File: config.mk
export PLATFORM = sky130hd
export DESIGN_NAME = dw_sram_decode
export DESIGN_NICKNAME = d
export VERILOG_FILES = /design/src/rtl/dw_sram_pkg.sv /design/src/rtl/dw_sram_decode.sv
export SDC_FILE = /design/constraint.sdc
export NUM_CORES = 1
export LEC_CHECK = 0
export BUFFER_PORTS_ARGS = -buffer_cell sky130_fd_sc_hd__buf_2
export CELL_PAD_IN_SITES_DETAIL_PLACEMENT = 1
export CELL_PAD_IN_SITES_GLOBAL_PLACEMENT = 1
export CORE_AREA = 10 10 47 49
export DETAILED_ROUTE_END_ITERATION = 16
export DIE_AREA = 0 0 57 59
export PLACE_DENSITY_LB_ADDON = 0.1
export SYNTH_ARGS = -nofsm -noshare
export SYNTH_HDL_FRONTEND = slang
export SYNTH_SLANG_ARGS = --single-unit
File: constraint.sdc
create_clock -name vclk -period 0.8
set_input_delay 0.12 -clock vclk [all_inputs]
set_output_delay 0.12 -clock vclk [all_outputs]
set_load 0.02 [all_outputs]
File: src/rtl/dw_sram_pkg.sv
package dw_sram_pkg;
  localparam int LANE_W = 8;
  localparam int LANES  = 2;
  localparam int DATA_W = LANE_W * LANES;

  typedef struct packed {
    logic             rd;
    logic             wr;
    logic             byte_mode;
    logic [LANES-1:0] rd_lanes;
    logic [LANES-1:0] wr_lanes;
  } dw_ctl_t;
endpackage

File: src/rtl/dw_sram_decode.sv
module dw_sram_decode
  import dw_sram_pkg::*;
(
  input  logic    ce_n,
  input  logic    ce,
  input  logic    oe_n,
  input  logic    wr_n,
  input  logic    wide,
  input  logic    lb_n,
  input  logic    ub_n,
  input  logic    half,
  output dw_ctl_t ctl
);
  logic             selected;
  logic             lanes_off;
  logic             active;
  logic [LANES-1:0] lane_use;
  logic [LANES-1:0] byte_wmask;

  always_comb begin
    selected   = !ce_n && ce;
    lanes_off  = wide && lb_n && ub_n;
    active     = selected && !lanes_off;
    lane_use   = wide ? {!ub_n, !lb_n} : {1'b0, 1'b1};
    byte_wmask = half ? {1'b1, 1'b0} : {1'b0, 1'b1};

    ctl.byte_mode = !wide;
    ctl.rd        = active && wr_n && !oe_n;
    ctl.wr        = active && !wr_n;
    ctl.rd_lanes  = ctl.rd ? lane_use : '0;
    ctl.wr_lanes  = !ctl.wr ? '0 : (wide ? lane_use : byte_wmask);
  end
endmodule

==> metrics.md, run 1 <==
| Metric | Value |
|---|---|
| Critical-path maximum fanout | `3` |
| Fmax | `921 MHz` |
| DRC | `0` |
| Worst-margin pin slew | `0.256 ns` |
| Pwr Density | `442 nW/um^2` |
| Crit. End Element | `output port` |
| Hold Vio Cnt, Final | `0` |
| Setup WS post-layout | `-0.286 ns` |
| Vias per std cell | `3.56` |
| Post-Syn Instances | `11` |
| Tot GR Track Use | `3.21%` |
| Clock buf count | `0` |
| Die X-Extent | `57 um` |
| Final RePlAce weighted congestion | `0.714` |
| Post-route ant nets | `0` |
| Max IR drop VDD | `116 uV` |
| Core area | `1400 um^2` |
| Post-layout net count | `37` |
| Routed len/inst | `12.1 um` |
| Slew Viols, Final | `0` |
| Die ar. | `3360 um^2` |
| First-pass GRT wire length | `938 um` |
| Share of the synthesized area in the top cell type | `31.3%` |
| Clock period minus worst slack | `1.09 ns` |
| Area delta synth->final | `205%` |
| Diodes inserted | `0` |
| Remaining Overflow, GRT | `0` |
| Die Y | `59 um` |
| Multi-input logic area | `104 um^2` |
| Worst setup SP type | `input pin` |
| DR iter-0 viols | `1` |
| Fillers | `168` |
| Synth cell types | `8` |
| Fin Hold WS | `0.542 ns` |
| Ys Warns | `0` |
| Relative slew slack | `82.9%` |
| # setup viols final | `6` |
| Critical path class | `in2out` |
| Synth area leader | `a211oi_2` |
| Crit share post-route | `136%` |
| Storage cell area | `0 um^2` |
| Status | `finished, violations left` |
| Mean post-synth cell area | `7.28 um^2` |
| Cts hold-fix bufs | `0` |
| Drt total wl | `521 um` |
| Register area share after synthesis | `0%` |
| Failing checks | `negative setup slack` |
| Max_cap viols | `0` |
| Row count | `14` |
| Vias in the first global route | `197` |
| RSZ-0062 raised after global routing | `yes` |
| Mapped Area | `80.1 um^2` |
| Post-CTS Setup Bufs | `0` |
| Required @ worst endpoint | `0.68 ns` |
| DR pass1 iterations | `2` |
| Port buffer count | `15` |
| Tightest Hold Check Type | `in2out` |
| Syn nets | `19` |
| IO Pins | `15` |
| Final core occ | `17.4%` |
| Detailed Place HPWL | `494 um` |
| Initial Util | `5.71%` |
| Share of post-route cells with drive strength above 1 | `85.2%` |
| Critical path data arrival time | `0.97 ns` |
| Initial antenna violation count | `0` |
| Synth top area cells | `a211oi_2 31%, nand4bb_1 14%, or3b_4 14%, a21oi_1 13%, nor2_1 9.4%` |
| Via count | `153` |
| Leak Pwr | `0.107 nW` |
| Pin count of the biggest net entering global routing | `5` |
| FFs & Latches | `0` |
synthesized netlist by cell type, drive strengths merged:
master,instances
nand4bb,1
or3b,1
a21oi,2
inv,1
nor2,2
a211oi,2
and2,1
nor3,1
final cells by class:
class	instances	share of cell area, %
repair buffers	16	47.7
well taps	16	8.21
multi-input cells	10	42.6
inverters	1	1.54
worst max-delay path, cell delays in order:
cell and delay [ns]:
buf_6 0.09, or3b_4 0.43, a211oi_4 0.18, buf_6 0.15
timing repair:
action / in CTS / in global routing
hold endpoints to repair: 0 / 0
pin swaps: 1 / 0
resized for setup: 7 / 3
cloned: 0 / 0
endpoints found under the setup margin: 7 / 7
metrics by stage:
step                      instance area (um^2)  total power [mW]  std cells  worst slack (ns)  setup TNS (ns)
after global routing                       244             0.119         43            -0.323           -1.55
after global placement                     210            0.0919         43            -0.335           -1.32
after detailed placement                   210            0.0945         43            -0.336           -1.50
final                                      244             0.108         43            -0.286           -1.24
after CTS                                  234             0.105         43            -0.294           -1.31
after floorplan                            108            0.0452         11            -0.133          -0.370
logic make-up (layout without fill, tap and decap cells):
| kind of cell | after synthesis | in the layout | synth area share (%) |
|---|---|---|---|
| simple gates | 6 | 6 | 51.6 |
| buf+inv | 1 | 17 | 4.68 |
| compound gates | 4 | 4 | 43.7 |
power breakdown:
part | total (mW) | switching, mW | internal [mW]
sequential | 0 | 0 | 0
clock | 0 | 0 | 0
combinational | 0.108 | 0.0561 | 0.0517
cell usage in the layout (no fill, tap or decap), drive strengths merged:
master and instances:
and2 1, nor2 2, a21oi 2, a211oi 2
nor3 1, buf 16, nand4bb 1, inv 1
or3b 1
layer usage:
metal	part of all wire [%]	track usage, %
met4	0	0
met3	22	2.15
met2	39	5.58
met5	0	0
met1	39	3.36
worst paths after layout:
path  from  endpoint  depth (start not counted)
max   ce_n    ctl[1]                          4
min   half    ctl[0]                          3
No activity file was read; power rests on OpenSTA's default activity.
==> inputs of run 2 (changes only) <==
--- a/config.mk
+++ b/config.mk
@@ -12,6 +12,7 @@
 export DETAILED_ROUTE_END_ITERATION = 16
 export DIE_AREA = 0 0 57 59
 export PLACE_DENSITY_LB_ADDON = 0.1
+export REMOVE_ABC_BUFFERS = 1
 export SYNTH_ARGS = -nofsm -noshare
 export SYNTH_HDL_FRONTEND = slang
 export SYNTH_SLANG_ARGS = --single-unit
==> metrics.md, run 2 (same netlist as run 1, synthesis figures left out) <==
| Metric | Value |
|---|---|
| Met1 GRT Util | `2.58% (was 3.36%)` |
| Die ar. | `3360 um^2 (unchanged)` |
| Worst setup SP type | `input pin (unchanged)` |
| Vias in the first global route | `166 (was 197)` |
| Cts hold-fix bufs | `0 (unchanged)` |
| Max_cap viols | `0 (unchanged)` |
| Worst setup path endpoint | `ctl[0] (was ctl[1])` |
| Clock period minus worst slack | `1.07 ns (was 1.09 ns)` |
| DRC | `0 (unchanged)` |
| Fmax | `935 MHz (was 921 MHz)` |
| Vias per std cell | `3.44 (was 3.56)` |
| First-pass GRT wire length | `828 um (was 938 um)` |
| Remaining Overflow, GRT | `0 (unchanged)` |
| Worst-margin pin slew | `0.196 ns (was 0.256 ns)` |
| Met3 Usage GRT | `0.644% (was 2.15%)` |
| Commonest non-fill, non-tap cell in the layout | `buf_2 (unchanged)` |
| Core area | `1400 um^2 (unchanged)` |
| Relative slew slack | `86.9% (was 82.9%)` |
| Diodes inserted | `0 (unchanged)` |
| Critical-path maximum fanout | `3 (unchanged)` |
| Port buffer count | `15 (unchanged)` |
| Slowest CP cell | `or3b_4 (unchanged)` |
| Fillers | `178 (was 168)` |
| TNS Setup | `-1.09 ns (was -1.24 ns)` |
| Hold Vio Cnt, Final | `0 (unchanged)` |
| Worst path depth | `4 (unchanged)` |
| Multi-input logic area | `85.1 um^2 (was 104 um^2)` |
| Post-layout net count | `37 (unchanged)` |
| Initial antenna violation count | `0 (unchanged)` |
| Slowest stage delay, CP | `0.41 ns (was 0.43 ns)` |
| IO Pins | `15 (unchanged)` |
| Setup WS post-layout | `-0.270 ns (was -0.286 ns)` |
| Post-placement cell count | `43 (unchanged)` |
| Critical path class | `in2out (unchanged)` |
| Tightest Hold Check Type | `in2out (unchanged)` |
| Worst Setup SP | `ce_n (unchanged)` |
| Via count | `148 (was 153)` |
| Largest delay share family, worst path | `simple AND/OR/NAND/NOR gates (unchanged)` |
| Tot GR Track Use | `2.88% (was 3.21%)` |
| Routed len/inst | `12.3 um (was 12.1 um)` |
| Crit share post-route | `134% (was 136%)` |
| # setup viols final | `6 (unchanged)` |
| Total power | `0.0912 mW (was 0.108 mW)` |
| Row count | `14 (unchanged)` |
| Share of post-route cells with drive strength above 1 | `77.8% (was 85.2%)` |
| Slew Viols, Final | `0 (unchanged)` |
| Initial Util | `5.71% (unchanged)` |
| Pwr Density | `421 nW/um^2 (was 442 nW/um^2)` |
| Die X-Extent | `57 um (unchanged)` |
| Max IR drop VDD | `68.7 uV (was 116 uV)` |
| RSZ-0062 raised after global routing | `yes (unchanged)` |
| DR iter-0 viols | `0 (was 1)` |
| DR pass1 iterations | `1 (was 2)` |
| Die Y | `59 um (unchanged)` |
| Leak Pwr | `0.105 nW (was 0.107 nW)` |
| Crit. End Element | `output port (unchanged)` |
| Post-route ant nets | `0 (unchanged)` |
| Met2 Usage GRT | `6.51% (was 5.58%)` |
| Final RePlAce weighted congestion | `0.612 (was 0.714)` |
| Crit path cell chain | `buf_6, or3b_4, a211oi_2, buf_4 (was buf_6, or3b_4, a211oi_4, buf_6)` |
| Failing checks | `negative setup slack (unchanged)` |
| Storage cell area | `0 um^2 (unchanged)` |
| FFs & Latches | `0 (unchanged)` |
| Drt total wl | `530 um (was 521 um)` |
| Area delta synth->final | `170% (was 205%)` |
| Required @ worst endpoint | `0.68 ns (about the same)` |
| Status | `finished, violations left (unchanged)` |
| Pin count of the biggest net entering global routing | `5 (unchanged)` |
| Non-Filler Instances | `43 (unchanged)` |
| Most frequent cells in the layout | `8 x buf_2, 6 x buf_4, 2 x a211oi_2, 2 x nor2_1, 2 x buf_6 (was 9 x buf_2, 5 x buf_6)` |
| Critical path data arrival time | `0.95 ns (was 0.97 ns)` |
| Top Usage Layer GRT | `met2 (unchanged)` |
| Clock buf count | `0 (unchanged)` |
| Crit path buf inv count | `2 (unchanged)` |
## run 2: per-stage QoR
stage	setup WS (ns)	utilization (%)	hold slack, ns	area [um^2]
after global placement	-0.341	13.0	0.549	183
after global routing	-0.338	15.4	0.582	216
after CTS	-0.284	15.1	0.561	211
final	-0.270	15.4	0.553	216
after floorplan	-0.222	-	0.323	80.1
after detailed placement	-0.351	13.0	0.561	183
## run 2: timing repair
action                     4_1_cts  5_1_grt
setup endpoints to repair        6        6
pin swaps                        2        0
gates cloned                     0        0
buffers inserted                 0        0
gates resized for setup          9        1
## run 2: tightest hold or removal path, cell delays in order
cell and delay (ns):
buf_2 0.10, a211oi_2 0.06, buf_4 0.15
## run 2: how the worst min path moves through the flow
stage,slack [ns],to,cells after the start,start
finish,0.55,ctl[0],3,half
global route,0.58,ctl[0],3,half
CTS,0.56,ctl[0],3,half
detailed placement,0.56,ctl[0],3,half
global placement,0.55,ctl[0],3,half
floorplan,0.32,ctl[3],1,ub_n
## run 2: area by class of cell
type / instances / share of cell area, %
timing repair buffer: 16 / 49.7
multi-input combinational: 10 / 39.3
inverter: 1 / 1.73
tap: 16 / 9.25
## run 2: power breakdown
part,total [mW],internal (mW),switching [mW]
clock,0,0,0
combinational,0.0912,0.0442,0.0470
sequential,0,0,0
total,0.0912,0.0442,0.0470
## run 2: metal layers
metal	vias to the layer above	share of wire, %
met4	0	0
met2	5	61
met5	-	0
met3	0	5.3
li1	74	-
met1	69	34
==> inputs of run 3 (changes only) <==
--- a/config.mk
+++ b/config.mk
@@ -12,7 +12,7 @@
 export DETAILED_ROUTE_END_ITERATION = 16
 export DIE_AREA = 0 0 57 59
 export PLACE_DENSITY_LB_ADDON = 0.1
-export REMOVE_ABC_BUFFERS = 1
 export SYNTH_ARGS = -nofsm -noshare
 export SYNTH_HDL_FRONTEND = slang
 export SYNTH_SLANG_ARGS = --single-unit
+export TNS_END_PERCENT = 20
==> metrics.md, run 3 (same netlist as run 1, synthesis figures left out) <==
| Metric | Value |
|---|---|
| Cts hold-fix bufs | `0 (unchanged)` |
| Crit path cell chain | `buf_6, or3b_4, a211oi_4, buf_6 (was buf_6, or3b_4, a211oi_2, buf_4)` |
| Storage cell area | `0 um^2 (unchanged)` |
| Tot GR Track Use | `3.07% (was 2.88%)` |
| Post-route ant nets | `0 (unchanged)` |
| IO Pins | `15 (unchanged)` |
| Most frequent CP cell | `buf_6` |
| Crit path buf inv count | `2 (unchanged)` |
| Cell Area, Placed | `209 um^2 (was 183 um^2)` |
| Initial Util | `5.71% (unchanged)` |
| Hold Vio Cnt, Final | `0 (unchanged)` |
| Port buffer count | `15 (unchanged)` |
| Pwr Density | `451 nW/um^2 (was 421 nW/um^2)` |
| Required @ worst endpoint | `0.68 ns (about the same)` |
| Critical path data arrival time | `0.98 ns (was 0.95 ns)` |
| Crit. End Element | `output port (unchanged)` |
| Remaining Overflow, GRT | `0 (unchanged)` |
| Vias in the first global route | `196 (was 166)` |
| Post-layout net count | `38 (was 37)` |
| Slowest CP cell | `or3b_4 (unchanged)` |
| Core area | `1400 um^2 (unchanged)` |
| Status | `finished, violations left (unchanged)` |
| Leak Pwr | `0.113 nW (was 0.105 nW)` |
| Vias per std cell | `3.57 (was 3.44)` |
| Routed len/inst | `11.8 um (was 12.3 um)` |
| RSZ-0062 raised after global routing | `yes (unchanged)` |
| Worst setup SP type | `input pin (unchanged)` |
| Max_cap viols | `0 (unchanged)` |
| Max IR drop VDD | `99.0 uV (was 68.7 uV)` |
| Non-Filler Instances | `44 (was 43)` |
| Initial antenna violation count | `0 (unchanged)` |
| Die X-Extent | `57 um (unchanged)` |
| Final instance area | `253 um^2 (was 216 um^2)` |
| Slew Viols, Final | `0 (unchanged)` |
| Die Y | `59 um (unchanged)` |
| Via count | `157 (was 148)` |
| Row count | `14 (unchanged)` |
| Worst-margin pin slew | `0.204 ns (was 0.196 ns)` |
| Relative slew slack | `86.3% (was 86.9%)` |
| Clock buf count | `0 (unchanged)` |
| Largest delay share family, worst path | `simple AND/OR/NAND/NOR gates (unchanged)` |
| Diodes inserted | `0 (unchanged)` |
| Multi-input logic area | `97.6 um^2 (was 85.1 um^2)` |
| Critical path class | `in2out (unchanged)` |
| Final RePlAce weighted congestion | `0.573 (was 0.612)` |
| DRC | `0 (unchanged)` |
| Critical-path maximum fanout | `3 (unchanged)` |
| FFs & Latches | `0 (unchanged)` |
| Post-placement cell count | `44 (was 43)` |
| Setup WS post-layout | `-0.297 ns (was -0.270 ns)` |
| Clock period minus worst slack | `1.10 ns (was 1.07 ns)` |
| # setup viols final | `6 (unchanged)` |
| Slowest stage delay, CP | `0.43 ns (was 0.41 ns)` |
| Area delta synth->final | `216% (was 170%)` |
| DR iter-0 viols | `0 (unchanged)` |
| Crit share post-route | `137% (was 134%)` |
| Tightest Hold Check Type | `in2out (unchanged)` |
| Drt total wl | `520 um (was 530 um)` |
| Fillers | `172 (was 178)` |
| Share of post-route cells with drive strength above 1 | `82.1% (was 77.8%)` |
| First-pass GRT wire length | `890 um (was 828 um)` |
| Fmax | `912 MHz (was 935 MHz)` |
| Failing checks | `negative setup slack (unchanged)` |
| Most frequent cells in the layout | `6 x buf_2, 6 x buf_4, 5 x buf_6 (was 8 x buf_2, 6 x buf_4, 2 x a211oi_2, 2 x nor2_1, 2 x buf_6)` |
| Die ar. | `3360 um^2 (unchanged)` |
| Pin count of the biggest net entering global routing | `5 (unchanged)` |
| DR pass1 iterations | `1 (unchanged)` |
## run 3: changes by cell type in the layout (fill, tap and decap cells not counted), sizes merged
cell,delta
buf,+1
## run 3: where the power goes
part / internal, mW / total, mW / switching (mW) / leakage, nW
combinational: 0.0580 / 0.114 / 0.0560 / 0.113
clock: 0 / 0 / 0 / 0
sequential: 0 / 0 / 0 / 0
## run 3: worst paths after layout
check	cells past startpoint	from	slack (ns)	end
worst max-delay path	4	ce_n	-0.30	ctl[1]
worst min-delay path	3	half	0.53	ctl[0]
## run 3: through the flow
step	TNS [ns]	power, mW	setup slack [ns]	utilization [%]	hold slack, ns
5_1_grt	-1.28	0.124	-0.329	18.0	0.556
2_1_floorplan	-0.522	0.0434	-0.133	-	0.298
6_report	-1.02	0.114	-0.297	18.0	0.535
3_5_place_dp	-1.29	0.0950	-0.332	14.9	0.563
3_3_place_gp	-1.22	0.0934	-0.325	14.9	0.561
4_1_cts	-1.05	0.110	-0.292	17.1	0.538
## run 3: layout make-up
type	count	share of cell area, %
Timing Repair Buffer	17	52.0
Inverter	1	1.49
Multi-Input combinational cell	10	38.6
Tap cell	16	7.92
## run 3: repair_timing
action                                 in CTS  in global routing
buffers inserted                            0                  0
pin swaps                                   1                  0
endpoints found under the hold margin       0                  0
setup endpoints to repair                   7                  7
gates resized for setup                    11                  4
gates cloned                                0                  0
## run 3: layer usage
layer / vias up / GRT usage (%) / wire length (um)
li1: 75 / - / -
met1: 70 / 3.67 / 214
met2: 12 / 4.81 / 221
met3: 0 / 1.93 / 84
met4: 0 / 0 / 0
met5: - / 0 / 0
